**config.mk**
```make
export PLATFORM = sky130hd
export DESIGN_NAME = npc_unit
export DESIGN_NICKNAME = d
export VERILOG_FILES = /design/src/rtl/npc_pkg.sv /design/src/rtl/npc_fields.sv /design/src/rtl/npc_target.sv /design/src/rtl/npc_select.sv /design/src/rtl/npc_unit.sv
export SDC_FILE = /design/constraint.sdc
export NUM_CORES = 1
export LEC_CHECK = 0
export BUFFER_PORTS_ARGS = -buffer_cell sky130_fd_sc_hd__buf_2
export CORE_MARGIN = 2
export CORE_UTILIZATION = 45
export DETAILED_ROUTE_END_ITERATION = 12
export PLACE_DENSITY = 0.76
export SYNTH_ARGS = -nofsm -noshare
export SYNTH_HDL_FRONTEND = slang
export SYNTH_HIERARCHICAL = 1
export SYNTH_SLANG_ARGS = --single-unit
```
**constraint.sdc**
```tcl
create_clock -name clk -period 3.45 [get_ports clk]
set_clock_uncertainty 0.1 [all_clocks]
set_input_delay 0.69 -clock clk [delete_from_list [all_inputs] [get_ports clk]]
set_output_delay 0.69 -clock clk [all_outputs]
set_load 0.01 [all_outputs]
```
**src/rtl/npc_pkg.sv**
```systemverilog
package npc_pkg;
  typedef enum logic [2:0] {
    SEL_SEQ  = 3'd0,
    SEL_BR   = 3'd1,
    SEL_JMP  = 3'd2,
    SEL_REG  = 3'd3,
    SEL_EXC  = 3'd4
  } npc_sel_e;
endpackage

```
**src/rtl/npc_fields.sv**
```systemverilog
module npc_fields #(
  parameter int IW    = 32,
  parameter int OP_W  = 6,
  parameter int BR_W  = 16,
  parameter int JMP_W = 26
) (
  input  logic [IW-1:0]    instr,
  output logic [OP_W-1:0]  opcode,
  output logic [IW-1:0]    br_off,
  output logic [JMP_W-1:0] jmp_word
);
  localparam int BR_LO  = OP_W;
  localparam int BR_HI  = OP_W + BR_W - 1;
  localparam int JMP_LO = OP_W;
  localparam int JMP_HI = OP_W + JMP_W - 1;

  logic [BR_W-1:0] br_raw;

  assign opcode   = instr[OP_W-1:0];
  assign br_raw   = instr[BR_HI:BR_LO];
  // sign extension of the byte offset
  assign br_off   = {{(IW-BR_W){br_raw[BR_W-1]}}, br_raw};
  assign jmp_word = instr[JMP_HI:JMP_LO];
endmodule

```
**src/rtl/npc_target.sv**
```systemverilog
module npc_target #(
  parameter int AW    = 32,
  parameter int JMP_W = 26
) (
  input  logic [AW-1:0]    pc,
  input  logic [AW-1:0]    br_off,
  input  logic [JMP_W-1:0] jmp_word,
  output logic [AW-1:0]    seq_tgt,
  output logic [AW-1:0]    br_tgt,
  output logic [AW-1:0]    jmp_tgt
);
  localparam int KEEP_W = AW - JMP_W - 2;

  assign seq_tgt = pc + AW'(4);
  assign br_tgt  = seq_tgt + br_off;
  // upper bits come from the current PC, not the incremented one
  assign jmp_tgt = {pc[AW-1 -: KEEP_W], jmp_word, 2'b00};
endmodule

```
**src/rtl/npc_select.sv**
```systemverilog
module npc_select
  import npc_pkg::*;
(
  input  logic     exc_req,
  input  logic     accept,
  input  logic     is_jreg,
  input  logic     is_jump,
  input  logic     br_taken,
  output npc_sel_e sel
);
  always_comb begin
    if (exc_req)                   sel = SEL_EXC;
    else if (accept && is_jreg)    sel = SEL_REG;
    else if (accept && is_jump)    sel = SEL_JMP;
    else if (accept && br_taken)   sel = SEL_BR;
    else                           sel = SEL_SEQ;
  end
endmodule

```
**src/rtl/npc_unit.sv**
```systemverilog
module npc_unit
  import npc_pkg::*;
#(
  parameter int          AW         = 32,
  parameter int          OP_W       = 6,
  parameter int          BR_W       = 16,
  parameter int          JMP_W      = 26,
  parameter logic [31:0] RESET_PC   = 32'h0000_1000,
  parameter logic [31:0] EXC_VECTOR = 32'h0000_0020
) (
  input  logic            clk,
  input  logic            rst_n,
  input  logic            stall,
  input  logic            instr_valid,
  output logic            instr_ready,
  input  logic [AW-1:0]   instr,
  input  logic            br_taken,
  input  logic            is_jump,
  input  logic            is_jreg,
  input  logic            is_call,
  input  logic [AW-1:0]   rs_val,
  input  logic            exc_req,
  output logic [AW-1:0]   pc_q,
  output logic [OP_W-1:0] opcode,
  output logic [AW-1:0]   ret_addr,
  output logic            ret_valid
);
  logic [AW-1:0]    br_off;
  logic [JMP_W-1:0] jmp_word;
  logic [AW-1:0]    seq_tgt, br_tgt, jmp_tgt;
  logic [AW-1:0]    pc_d;
  logic             accept, update;
  npc_sel_e         sel;

  assign instr_ready = !stall;
  assign accept      = instr_valid && instr_ready;
  assign update      = !stall && (accept || exc_req);

  npc_fields #(.IW(AW), .OP_W(OP_W), .BR_W(BR_W), .JMP_W(JMP_W)) u_fields (
    .instr(instr), .opcode(opcode), .br_off(br_off), .jmp_word(jmp_word)
  );

  npc_target #(.AW(AW), .JMP_W(JMP_W)) u_target (
    .pc(pc_q), .br_off(br_off), .jmp_word(jmp_word),
    .seq_tgt(seq_tgt), .br_tgt(br_tgt), .jmp_tgt(jmp_tgt)
  );

  npc_select u_select (
    .exc_req(exc_req), .accept(accept), .is_jreg(is_jreg),
    .is_jump(is_jump), .br_taken(br_taken), .sel(sel)
  );

  always_comb begin
    unique case (sel)
      SEL_EXC: pc_d = AW'(EXC_VECTOR);
      SEL_REG: pc_d = rs_val;
      SEL_JMP: pc_d = jmp_tgt;
      SEL_BR:  pc_d = br_tgt;
      default: pc_d = seq_tgt;
    endcase
  end

  always_ff @(posedge clk or negedge rst_n) begin
    if (!rst_n)      pc_q <= AW'(RESET_PC);
    else if (update) pc_q <= pc_d;
  end

  assign ret_addr  = seq_tgt;
  assign ret_valid = accept && is_call;

  // stalled cycles leave the counter alone
  p_stall_hold_r8: assert property (@(posedge clk) disable iff (!rst_n)
    stall |=> $stable(pc_q));

  // nothing offered, nothing changes
  p_idle_hold_r9: assert property (@(posedge clk) disable iff (!rst_n)
    (!stall && !instr_valid && !exc_req) |=> $stable(pc_q));

  // exception redirect wins whenever not stalled
  p_exc_vector_r6: assert property (@(posedge clk) disable iff (!rst_n)
    (!stall && exc_req) |=> (pc_q == AW'(EXC_VECTOR)));

  // register jump takes the full source value
  p_reg_jump_r5: assert property (@(posedge clk) disable iff (!rst_n)
    (instr_valid && !stall && !exc_req && is_jreg) |=> (pc_q == $past(rs_val)));

  // plain accepted instruction advances one word
  p_seq_step_r2: assert property (@(posedge clk) disable iff (!rst_n)
    (instr_valid && !stall && !exc_req && !is_jreg && !is_jump && !br_taken)
      |=> (pc_q == $past(pc_q) + AW'(4)));

  // no return strobe without an accepted instruction
  p_ret_strobe_r10: assert property (@(posedge clk) disable iff (!rst_n)
    ret_valid |-> (instr_valid && !stall && is_call));
endmodule

```
## Word level (Yosys, flattened, before mapping)

Cells that the tools add are included.

- Input port bits: 73
- Word-level logic and storage cells: 23
- Output and inout bits: 72
- Flip-flop bits (word level): 32

- Mux-type cells: 5
- Bitwise operators: 1
- Add/subtract/negate cells: 2
- Reductions and logical operators: 9
- Equality and inequality tests: 4

Operator list:

| cell | count |
|---|---|
| 32-bit case mux with 4 select lines | 1 |
| 32-bit by 3-bit adder with 32-bit output (second input constant) | 1 |
| 32-bit adder | 1 |
| 3-bit two-way mux | 3 |
| 3-bit by 2-bit == test with 1-bit output (second input constant) | 2 |
| 1-bit logical AND | 6 |
| 3-bit by 1-bit == test with 1-bit output (second input constant) | 1 |
| 3-bit == test (second input constant) | 1 |
| 2-bit AND reduction | 1 |
| 1-bit logical NOT | 1 |
| 1-bit logical OR | 1 |
| 1-bit two-way mux | 1 |
| 1-bit inverter | 1 |

## Longest topological paths before layout

Gate-level depths: netlist of the first run.

- Depth in word-level cells: 10
- Gate-level depth with buffers: 18
- Gate-level depth less buffers: 17

## Cells and area by module

Netlist of the first run, hierarchy kept.

By module, submodules not included:

| module | area each (um^2) | instances | cells an instance |
|---|---|---|---|
| npc_target | 2553.7 | 1 | 373 |
| npc_unit | 2361.0 | 1 | 259 |
| npc_fields | 480.5 | 1 | 64 |
| npc_select | 40.0 | 1 | 7 |

## Worst setup path after synthesis of the first run

OpenSTA, ideal clock, no wires.

- Kind: register to register
- Start: register pc_q[12]
- End: register pc_q[30]
- Setup time: 135 ps
- Slack: -427 ps
- Arrival: 3642 ps
- Period minus slack after synthesis: 3877 ps
- Required time: 3215 ps
- Path buffers: 1
- Cell stages (with the launch flop): 16
- Cell sequence: dfstp_2 nand4_1 nor4_1 and3_1 nand2_1 xnor2_1 ha_1 clkbuf_1 and3_1 a221o_1 o41ai_1 a31oi_1 o211a_1 mux2_2 o22ai_1 o31ai_1

- Cells in the longest elaborated chain, start to end: 3

Ends and longest elaborated chain:

| element | line | RTL |
|---|---|---|
| start: declaration | npc_unit.sv:23 | `output logic [AW-1:0] pc_q,` |
| start signal: assignment | npc_unit.sv:64 | `if (!rst_n) pc_q <= AW'(RESET_PC);` |
| start signal: assignment | npc_unit.sv:65 | `else if (update) pc_q <= pc_d;` |
| 32-bit by 3-bit adder with 32-bit output | npc_target.sv:14 | `assign seq_tgt = pc + AW'(4);` |
| net ret_addr[27] | npc_unit.sv:25 | `output logic [AW-1:0] ret_addr,` |
| 32-bit adder | npc_target.sv:15 | `assign br_tgt = seq_tgt + br_off;` |
| net br_tgt[30] | npc_unit.sv:30 | `logic [AW-1:0] seq_tgt, br_tgt, jmp_tgt;` |
| 32-bit case mux with 4 select lines | npc_unit.sv:54 | `unique case (sel)` |

The timed path passes the listed nets, and every way through them passes these cells.
A chain may end at the register's enable or synchronous reset.

## Final worst setup path of the first run

- Start: register pc_q[5]
- End: register pc_q[17]

- Cells in the longest elaborated chain, start to end: 3

Ends and longest elaborated chain:

| element | line |
|---|---|
| 32-bit by 3-bit adder with 32-bit output | npc_target.sv:14 |
| 32-bit adder | npc_target.sv:15 |
| net br_tgt[17] | npc_unit.sv:30 |
| 32-bit case mux with 4 select lines | npc_unit.sv:54 |

The timed path passes the listed nets, and every way through them passes these cells.

==> results of run 1 <==
worst max-delay path, delay by kind of cell (launching register included):
family                     cells  cell delay, ns
AOI/OAI and AO/OA              5            1.20
and+or+nand+nor                5            0.88
buffers and inverters          3            0.43
DFF                            1            0.36
xor gates and xnor gates       2            0.29
adders and majority gates      1            0.23
muxes                          1            0.17
routing by layer:
layer,wire length (µm),up-vias,GRT usage [%]
li1,-,2854,-
met1,8290,3071,35.6
met2,10600,425,49.5
met3,1880,90,3.83
met4,942,4,11.6
met5,27,-,0
cell families after synthesis:
group | count (synthesis) | synth area share (%)
AND/OR/NAND/NOR | 203 | 18.9
adder cells (fa/ha/maj) | 34 | 7.97
buffers and inverters | 150 | 17.6
other | 1 | 0.0690
flip-flops | 32 | 14.8
AO/OA/AOI/OAI | 197 | 24.8
XOR/XNOR | 55 | 9.00
multiplexers | 31 | 6.84
timing repair:
item / in CTS / in global routing
gates resized for setup: 70 / 80
cloned: 0 / 0
pin swaps: 42 / 69
setup endpoints to repair: 15 / 20
setup buffers: 22 / 19
placed cells by master, fill, tap and decap left out, types with 20 or more instances in the layout:
cell type | Yosys | layout
sky130_fd_sc_hd__o31ai_1 | 30 | 24
sky130_fd_sc_hd__buf_2 | 12 | 132
sky130_fd_sc_hd__buf_4 | 101 | 179
sky130_fd_sc_hd__nand2_1 | 66 | 60
sky130_fd_sc_hd__xnor2_1 | 42 | 24
sky130_fd_sc_hd__nor2b_1 | 33 | 33
sky130_fd_sc_hd__dfrtp_1 | 31 | 24
sky130_fd_sc_hd__a211oi_1 | 35 | 32
sky130_fd_sc_hd__ha_1 | 33 | 20
worst min-delay path by stage:
stage | from | endpoint | slack, ns | depth (start not counted)
floorplan | rst_n | pc_q[0] | 0.29 | 0
global placement | pc_q[12] | pc_q[12] | 0.38 | 2
detailed placement | pc_q[12] | pc_q[12] | 0.38 | 2
CTS | pc_q[12] | pc_q[12] | 0.39 | 2
global route | rst_n | pc_q[17] | 0.43 | 1
finish | rst_n | pc_q[11] | 0.38 | 1
power by group through the flow:
stage / Combinational [W] / Clock (W) / Sequential (W)
CTS: 0.00212 / 0.000434 / 0.000520
floorplan: 0.00113 / 0 / 0.000571
global route: 0.00261 / 0.000460 / 0.000538
detailed placement: 0.00193 / 0 / 0.000520
finish: 0.00248 / 0.000439 / 0.000532
global placement: 0.00191 / 0 / 0.000516
stage by stage:
| stage | util, % | TNS, ns | instances | total power, W |
|---|---|---|---|---|
| final | 67.0 | -3.88 | 1044 | 0.00345 |
| after global routing | 67.0 | -5.90 | 1044 | 0.00361 |
| after CTS | 62.0 | -1.03 | 1028 | 0.00308 |
| after detailed placement | 56.6 | -2.43 | 998 | 0.00245 |
| after global placement | 56.6 | -2.04 | 998 | 0.00242 |
| after floorplan | - | -0.883 | 704 | 0.00170 |
final cells by class:
class,count,area (µm²)
clock buffers,7,133
clock inverters,1,5.00
fillers,854,3940
inverters,12,45.0
multi-input cells,522,4640
flip-flops and latches,32,811
well taps,147,184
repair buffers,323,2160
==> report_table.html, run 1 <==
<table>
<tr><th>Metric</th><th>Value</th></tr>
<tr><th colspan="2">Placement</th></tr>
<tr><td>Final estimated routing congestion in global placement</td><td>0.976</td></tr>
<tr><td>IO Port Bufs</td><td>132</td></tr>
<tr><td>Area of placed instances</td><td>6740 µm²</td></tr>
<tr><td>Detail Placement HPWL</td><td>13700 µm</td></tr>
<tr><td>Dpl ws</td><td>-0.382 ns</td></tr>
<tr><th colspan="2">Clock network</th></tr>
<tr><td>Worst skew pair latency</td><td>0.29 ns</td></tr>
<tr><td>Clock Root Buffer</td><td>sky130_fd_sc_hd__clkbuf_16</td></tr>
<tr><td>Hold-fix buffers at CTS</td><td>0</td></tr>
<tr><td>Clock tree from TritonCTS</td><td>built</td></tr>
<tr><td>Clock sink count</td><td>32</td></tr>
<tr><td>Clock input transition at the sequential cells of the worst setup and hold paths</td><td>0.06 ns</td></tr>
<tr><td>Largest buffer count on any clock path</td><td>2</td></tr>
<tr><td>Max H-tree Level</td><td>2</td></tr>
<tr><td>Number of buffers inserted during clock tree synthesis</td><td>5</td></tr>
<tr><th colspan="2">Floorplanning</th></tr>
<tr><td>Width of the chip</td><td>114 µm</td></tr>
<tr><td>Core box area</td><td>11900 µm²</td></tr>
<tr><td>Die Footprint</td><td>13000 µm²</td></tr>
<tr><td>Vert. Die Dim</td><td>114 µm</td></tr>
<tr><td>Std cell rows</td><td>40</td></tr>
<tr><td>Number of primary I/O pins</td><td>145</td></tr>
<tr><td>Initial Util</td><td>45.6%</td></tr>
<tr><th colspan="2">Setup path</th></tr>
<tr><td>Largest stage delay, worst path</td><td>0.45 ns</td></tr>
<tr><td>Maximum fanout along the worst path</td><td>5</td></tr>
<tr><td>R2R depth</td><td>17</td></tr>
<tr><td>Kind of end point of the critical path</td><td>flip-flop</td></tr>
<tr><td>Startpoint of the worst setup timing path</td><td>pc_q[5]</td></tr>
<tr><td>Ordered cell list for the critical path</td><td>and3_4, and4_4, nand2_4, xnor2_4, ha_4, buf_6, buf_4, nand3_2, o211ai_1, nor3_2, o211ai_1, a221o_1, buf_4, xor2_1, mux2_4, o22ai_2, o31ai_1</td></tr>
<tr><td>Critical Path AT</td><td>3.84 ns</td></tr>
<tr><td>Crit path to</td><td>pc_q[17]</td></tr>
<tr><td>Startpoint-to-endpoint class of the critical path</td><td>flip-flop to flip-flop</td></tr>
<tr><td>R2R Path Start</td><td>pc_q[5]</td></tr>
<tr><td>Crit-path slowest cell</td><td>sky130_fd_sc_hd__a221o_1</td></tr>
<tr><td>Element type at the critical path start</td><td>flip-flop</td></tr>
<tr><td>R2R setup slack</td><td>-0.34 ns</td></tr>
<tr><td>Required time of the critical path</td><td>3.50 ns</td></tr>
<tr><td>Endpoint of the lowest-slack register-to-register path</td><td>pc_q[17]</td></tr>
<tr><th colspan="2">STA</th></tr>
<tr><td>Worst-Margin Slew</td><td>0.782 ns</td></tr>
<tr><td>Max-slew violation count</td><td>0</td></tr>
<tr><td>Unrepaired setup endpoints after global routing</td><td>true</td></tr>
<tr><td>Final hold viol count</td><td>0</td></tr>
<tr><td>Achievable frequency</td><td>0.264 GHz</td></tr>
<tr><td>Post-route clock period utilization</td><td>110%</td></tr>
<tr><td>Crit path setup slack, layout</td><td>-0.342 ns</td></tr>
<tr><td>Final critical-path required period</td><td>3.79 ns</td></tr>
<tr><td>Worst hold-check slack</td><td>0.382 ns</td></tr>
<tr><td>Remaining max-slew budget at the tightest pin</td><td>47.9%</td></tr>
<tr><td>Final setup violation count</td><td>20</td></tr>
<tr><th colspan="2">Synth</th></tr>
<tr><td>Synth cell types</td><td>59</td></tr>
<tr><td>Most area-consuming cells after synthesis</td><td>sky130_fd_sc_hd__dfrtp_1 (14%), sky130_fd_sc_hd__buf_4 (14%), sky130_fd_sc_hd__ha_1 (7.6%), sky130_fd_sc_hd__xnor2_1 (6.8%), sky130_fd_sc_hd__mux2_2 (6.0%)</td></tr>
<tr><td>Mean post-synth cell area</td><td>7.73 µm²</td></tr>
<tr><td>Leading cell types by count after synthesis</td><td>sky130_fd_sc_hd__buf_4 (101), sky130_fd_sc_hd__nand2_1 (66), sky130_fd_sc_hd__xnor2_1 (42), sky130_fd_sc_hd__a211oi_1 (35)</td></tr>
<tr><td>Number of flops mapped to enable cells by yosys</td><td>0</td></tr>
<tr><td>Synth top area share</td><td>14.3%</td></tr>
<tr><td>Mapped Area</td><td>5440 µm²</td></tr>
<tr><td>Register bit total from synthesis</td><td>32</td></tr>
<tr><td>Leading area contributor after synthesis</td><td>sky130_fd_sc_hd__dfrtp_1</td></tr>
<tr><td>Share of synthesized area occupied by flip-flops and latches</td><td>14.8%</td></tr>
<tr><td>Yosys warning count</td><td>6</td></tr>
<tr><td>Most repeated cell in the gate-level netlist after synthesis</td><td>sky130_fd_sc_hd__buf_4</td></tr>
<tr><td>Fraction of registers with async set/reset</td><td>100%</td></tr>
<tr><td>Most used DFF post-synth</td><td>sky130_fd_sc_hd__dfrtp_1</td></tr>
<tr><td>Cells after Synth</td><td>703</td></tr>
<tr><th colspan="2">Layout</th></tr>
<tr><td>Fraction of final layout cells with drive strength greater than 1</td><td>55.5%</td></tr>
<tr><td>Growth of design area from synthesis to finish</td><td>46.7%</td></tr>
<tr><td>Final net count</td><td>1003</td></tr>
<tr><td>Register ranked first by flip-flop count</td><td>pc_q</td></tr>
<tr><td>Antenna Cells</td><td>0</td></tr>
<tr><td>Finished Cell Area</td><td>7980 µm²</td></tr>
<tr><td>Number of flip-flops in the largest register</td><td>32</td></tr>
<tr><td>Registers with the most flip-flops</td><td>pc_q: 32 flops</td></tr>
<tr><th colspan="2">Flow run</th></tr>
<tr><td>Number of max-capacitance violations reported</td><td>0</td></tr>
<tr><th colspan="2">Global routing</th></tr>
<tr><td>Via count of the first global-routing pass</td><td>5986</td></tr>
<tr><td>Total congestion overflow</td><td>0</td></tr>
<tr><td>Pin count of the biggest net entering global routing</td><td>50</td></tr>
<tr><td>First-pass GRT wire length</td><td>29600 µm</td></tr>
<tr><td>Gr usage total</td><td>28.5%</td></tr>
<tr><td>Number of antenna violations at the first check in global routing</td><td>2</td></tr>
<tr><th colspan="2">Pwr</th></tr>
<tr><td>Portion of total power attributed to the clock network</td><td>12.7%</td></tr>
<tr><td>Total leakage power</td><td>3.69 nW</td></tr>
<tr><td>Switching part of the total</td><td>43.8%</td></tr>
<tr><td>Power share of the sequential group</td><td>15.4%</td></tr>
<tr><td>Peak supply drop</td><td>0.000256 V</td></tr>
<tr><td>Internal cell power</td><td>0.00194 W</td></tr>
<tr><td>Switching power total</td><td>0.00151 W</td></tr>
<tr><td>Power density cells</td><td>433 nW/µm²</td></tr>
<tr><td>Share of power burned in combinational logic</td><td>71.8%</td></tr>
<tr><th colspan="2">Routing</th></tr>
<tr><td>Vias/cell</td><td>6.17</td></tr>
<tr><td>First-pass iteration count of the detailed router</td><td>5</td></tr>
<tr><td>DRC violation count after routing</td><td>0</td></tr>
<tr><td>Post-DR wirelength/cell</td><td>20.8 µm</td></tr>
<tr><td>Post-Route WL</td><td>21700 µm</td></tr>
<tr><td>Number of DRC markers in iteration 0</td><td>595</td></tr>
<tr><td>Remaining antenna violation count after routing</td><td>0</td></tr>
<tr><td>Routed vias</td><td>6444</td></tr>
<tr><th colspan="2">Worst hold path</th></tr>
<tr><td>Worst min-delay path category</td><td>input port to asynchronous set/reset pin</td></tr>
<tr><th colspan="2">Status</th></tr>
<tr><td>Result of the run</td><td>finished, violations left</td></tr>
<tr><td>Violated checks</td><td>negative setup slack</td></tr>
</table>
Power figures use the tool's default switching activity.
==> run 2, diff against run 1 <==
CORE_UTILIZATION = 50   (was 45)
PLACE_DENSITY = 0.82   (was 0.76)
==> run 2 against run 1 <==
Against the previous run:
- the flow still finishes with violations (negative setup slack)
- hold slack improved by 0.0027 ns
- design area down 0.24%
- via count rose by 8.2%
- wire length grew 13%
- register-to-register slack got worse by 0.43 ns
- worst setup slack got worse by 0.43 ns
- critical endpoint is now pc_q[21]
==> report_table.html, run 2 (synthesis gave the netlist of run 1 again) <==
<table>
<tr><th>Metric</th><th>Value</th></tr>
<tr><th colspan="2">Routing</th></tr>
<tr><td>DRC violation count after routing</td><td>0</td></tr>
<tr><td>Remaining antenna violation count after routing</td><td>0</td></tr>
<tr><td>First-pass iteration count of the detailed router</td><td>6</td></tr>
<tr><td>Number of DRC markers in iteration 0</td><td>831</td></tr>
<tr><td>Vias/cell</td><td>6.62</td></tr>
<tr><td>Routed vias</td><td>6973</td></tr>
<tr><td>Post-DR wirelength/cell</td><td>23.2 µm</td></tr>
<tr><td>Post-Route WL</td><td>24400 µm</td></tr>
<tr><th colspan="2">Layout</th></tr>
<tr><td>Finished Cell Area</td><td>7960 µm²</td></tr>
<tr><td>Final net count</td><td>1019</td></tr>
<tr><td>Most common cell after layout, fill and taps aside</td><td>sky130_fd_sc_hd__buf_4</td></tr>
<tr><td>Antenna Cells</td><td>0</td></tr>
<tr><td>Register ranked first by flip-flop count</td><td>pc_q</td></tr>
<tr><td>Registers with the most flip-flops</td><td>pc_q: 32 flops</td></tr>
<tr><td>Most used cells in the layout excluding fill and tap cells</td><td>sky130_fd_sc_hd__buf_4 (198), sky130_fd_sc_hd__buf_2 (132), sky130_fd_sc_hd__nand2_1 (60)</td></tr>
<tr><td>Fraction of final layout cells with drive strength greater than 1</td><td>56.4%</td></tr>
<tr><td>Number of flip-flops in the largest register</td><td>32</td></tr>
<tr><td>Growth of design area from synthesis to finish</td><td>46.4%</td></tr>
<tr><th colspan="2">Setup path</th></tr>
<tr><td>Required time of the critical path</td><td>3.55 ns</td></tr>
<tr><td>Kind of end point of the critical path</td><td>flip-flop</td></tr>
<tr><td>Element type at the critical path start</td><td>flip-flop</td></tr>
<tr><td>R2R setup slack</td><td>-0.77 ns</td></tr>
<tr><td>Startpoint-to-endpoint class of the critical path</td><td>flip-flop to flip-flop</td></tr>
<tr><td>Critical Path AT</td><td>4.32 ns</td></tr>
<tr><td>Maximum fanout along the worst path</td><td>8</td></tr>
<tr><th colspan="2">Floorplanning</th></tr>
<tr><td>Die Footprint</td><td>11700 µm²</td></tr>
<tr><td>Std cell rows</td><td>38</td></tr>
<tr><td>Core box area</td><td>10700 µm²</td></tr>
<tr><td>Initial Util</td><td>50.6%</td></tr>
<tr><td>Number of primary I/O pins</td><td>145</td></tr>
<tr><td>Vert. Die Dim</td><td>108 µm</td></tr>
<tr><td>Width of the chip</td><td>108 µm</td></tr>
<tr><th colspan="2">Clock network</th></tr>
<tr><td>Clock tree from TritonCTS</td><td>built</td></tr>
<tr><td>Clock input transition at the sequential cells of the worst setup and hold paths</td><td>0.08 ns</td></tr>
<tr><td>Max H-tree Level</td><td>2</td></tr>
<tr><td>Largest buffer count on any clock path</td><td>2</td></tr>
<tr><td>Clock Root Buffer</td><td>sky130_fd_sc_hd__clkbuf_8</td></tr>
<tr><td>Worst skew pair latency</td><td>0.30 ns</td></tr>
<tr><td>Number of buffers inserted during clock tree synthesis</td><td>5</td></tr>
<tr><td>Hold-fix buffers at CTS</td><td>0</td></tr>
<tr><td>Clock sink count</td><td>32</td></tr>
<tr><th colspan="2">Global routing</th></tr>
<tr><td>First-pass GRT wire length</td><td>32200 µm</td></tr>
<tr><td>Gr usage total</td><td>34.9%</td></tr>
<tr><td>Pin count of the biggest net entering global routing</td><td>36</td></tr>
<tr><td>Number of antenna violations at the first check in global routing</td><td>0</td></tr>
<tr><td>Via count of the first global-routing pass</td><td>6344</td></tr>
<tr><td>Total congestion overflow</td><td>0</td></tr>
<tr><th colspan="2">Placement</th></tr>
<tr><td>Final estimated routing congestion in global placement</td><td>0.953</td></tr>
<tr><td>Detail Placement HPWL</td><td>13700 µm</td></tr>
<tr><td>Area of placed instances</td><td>6830 µm²</td></tr>
<tr><td>IO Port Bufs</td><td>132</td></tr>
<tr><th colspan="2">STA</th></tr>
<tr><td>Remaining max-slew budget at the tightest pin</td><td>41.6%</td></tr>
<tr><td>Final setup violation count</td><td>19</td></tr>
<tr><td>Worst-Margin Slew</td><td>0.876 ns</td></tr>
<tr><td>Aggregate negative setup slack</td><td>-8.66 ns</td></tr>
<tr><td>Worst hold-check slack</td><td>0.384 ns</td></tr>
<tr><td>Crit path setup slack, layout</td><td>-0.771 ns</td></tr>
<tr><td>Post-route clock period utilization</td><td>122%</td></tr>
<tr><td>Unrepaired setup endpoints after global routing</td><td>true</td></tr>
<tr><td>Final hold viol count</td><td>0</td></tr>
<tr><td>Achievable frequency</td><td>0.237 GHz</td></tr>
<tr><td>Final critical-path required period</td><td>4.22 ns</td></tr>
<tr><td>Max-slew violation count</td><td>0</td></tr>
<tr><th colspan="2">Pwr</th></tr>
<tr><td>Peak supply drop</td><td>0.000254 V</td></tr>
<tr><td>Total power draw</td><td>0.00350 W</td></tr>
<tr><td>Power density cells</td><td>440 nW/µm²</td></tr>
<tr><td>Total leakage power</td><td>3.76 nW</td></tr>
<tr><th colspan="2">Status</th></tr>
<tr><td>Result of the run</td><td>finished, violations left</td></tr>
<tr><td>Violated checks</td><td>negative setup slack</td></tr>
<tr><th colspan="2">Flow run</th></tr>
<tr><td>Number of max-capacitance violations reported</td><td>0</td></tr>
<tr><th colspan="2">Worst hold path</th></tr>
<tr><td>Worst min-delay path category</td><td>input port to asynchronous set/reset pin</td></tr>
</table>
## run 2: power breakdown
group / switching (W) / total [W] / leakage, nW / internal [W]
Sequential: 0.0000797 / 0.000522 / 0.396 / 0.000442
Combinational: 0.00137 / 0.00265 / 3.31 / 0.00128
Clock: 0.000161 / 0.000324 / 0.0455 / 0.000163
## run 2: path summary, 6_finish.rpt
kind,from,to,cells past startpoint
max,pc_q[12],pc_q[21],15
min,rst_n,pc_q[13],1
min in group clk,pc_q[31],pc_q[31],2
max in group asynchronous,rst_n,pc_q[2],1
min reg2reg,pc_q[31],pc_q[31],2
max reg2reg,pc_q[12],pc_q[21],15
## run 2: through the flow
step                worst slack [ns]  instances  utilization [%]
floorplan                     -0.180        704                -
global placement              -0.339       1005             63.6
CTS                           -0.199       1033             68.8
detailed placement            -0.325       1005             63.6
finish                        -0.771       1053             74.0
global route                  -0.748       1053             74.0
## run 2: layout make-up
| cell class | instances | area (µm²) |
|---|---|---|
| inverter | 12 | 45.0 |
| multi-input combinational | 522 | 4570 |
| clock buffer | 8 | 90.1 |
| sequential | 32 | 810 |
| timing repair buffer | 339 | 2270 |
| fill | 701 | 2790 |
| tap | 140 | 175 |
## run 2: routing by layer
metal	vias to the layer above	global-route usage, %	routed length (µm)	part of all wire, %
met5	-	0	0	0
met4	0	18.8	1740	7.1
met3	197	6.45	2670	11
met2	604	58.6	11300	46
met1	3290	42.1	8730	36
li1	2882	-	-	-
## run 2: timing repair
item	in CTS	in global routing
resized for setup	66	79
buffers inserted	20	20
pin swaps	42	61
endpoints found under the setup margin	14	20
## run 2: critical path, cell delays in order, from the launching register on
cell and delay, ns:
sky130_fd_sc_hd__dfstp_2 0.57, sky130_fd_sc_hd__nand4_1 0.11, sky130_fd_sc_hd__nor4_2 0.31, sky130_fd_sc_hd__buf_4 0.19, sky130_fd_sc_hd__nand2_2 0.07, sky130_fd_sc_hd__xnor2_1 0.43
sky130_fd_sc_hd__ha_1 0.26, sky130_fd_sc_hd__buf_4 0.19, sky130_fd_sc_hd__nand4_1 0.31, sky130_fd_sc_hd__a2111oi_4 0.49, sky130_fd_sc_hd__nand2b_4 0.27, sky130_fd_sc_hd__buf_6 0.11
sky130_fd_sc_hd__xor2_2 0.17, sky130_fd_sc_hd__mux2_4 0.17, sky130_fd_sc_hd__o22ai_2 0.09, sky130_fd_sc_hd__o31ai_1 0.29
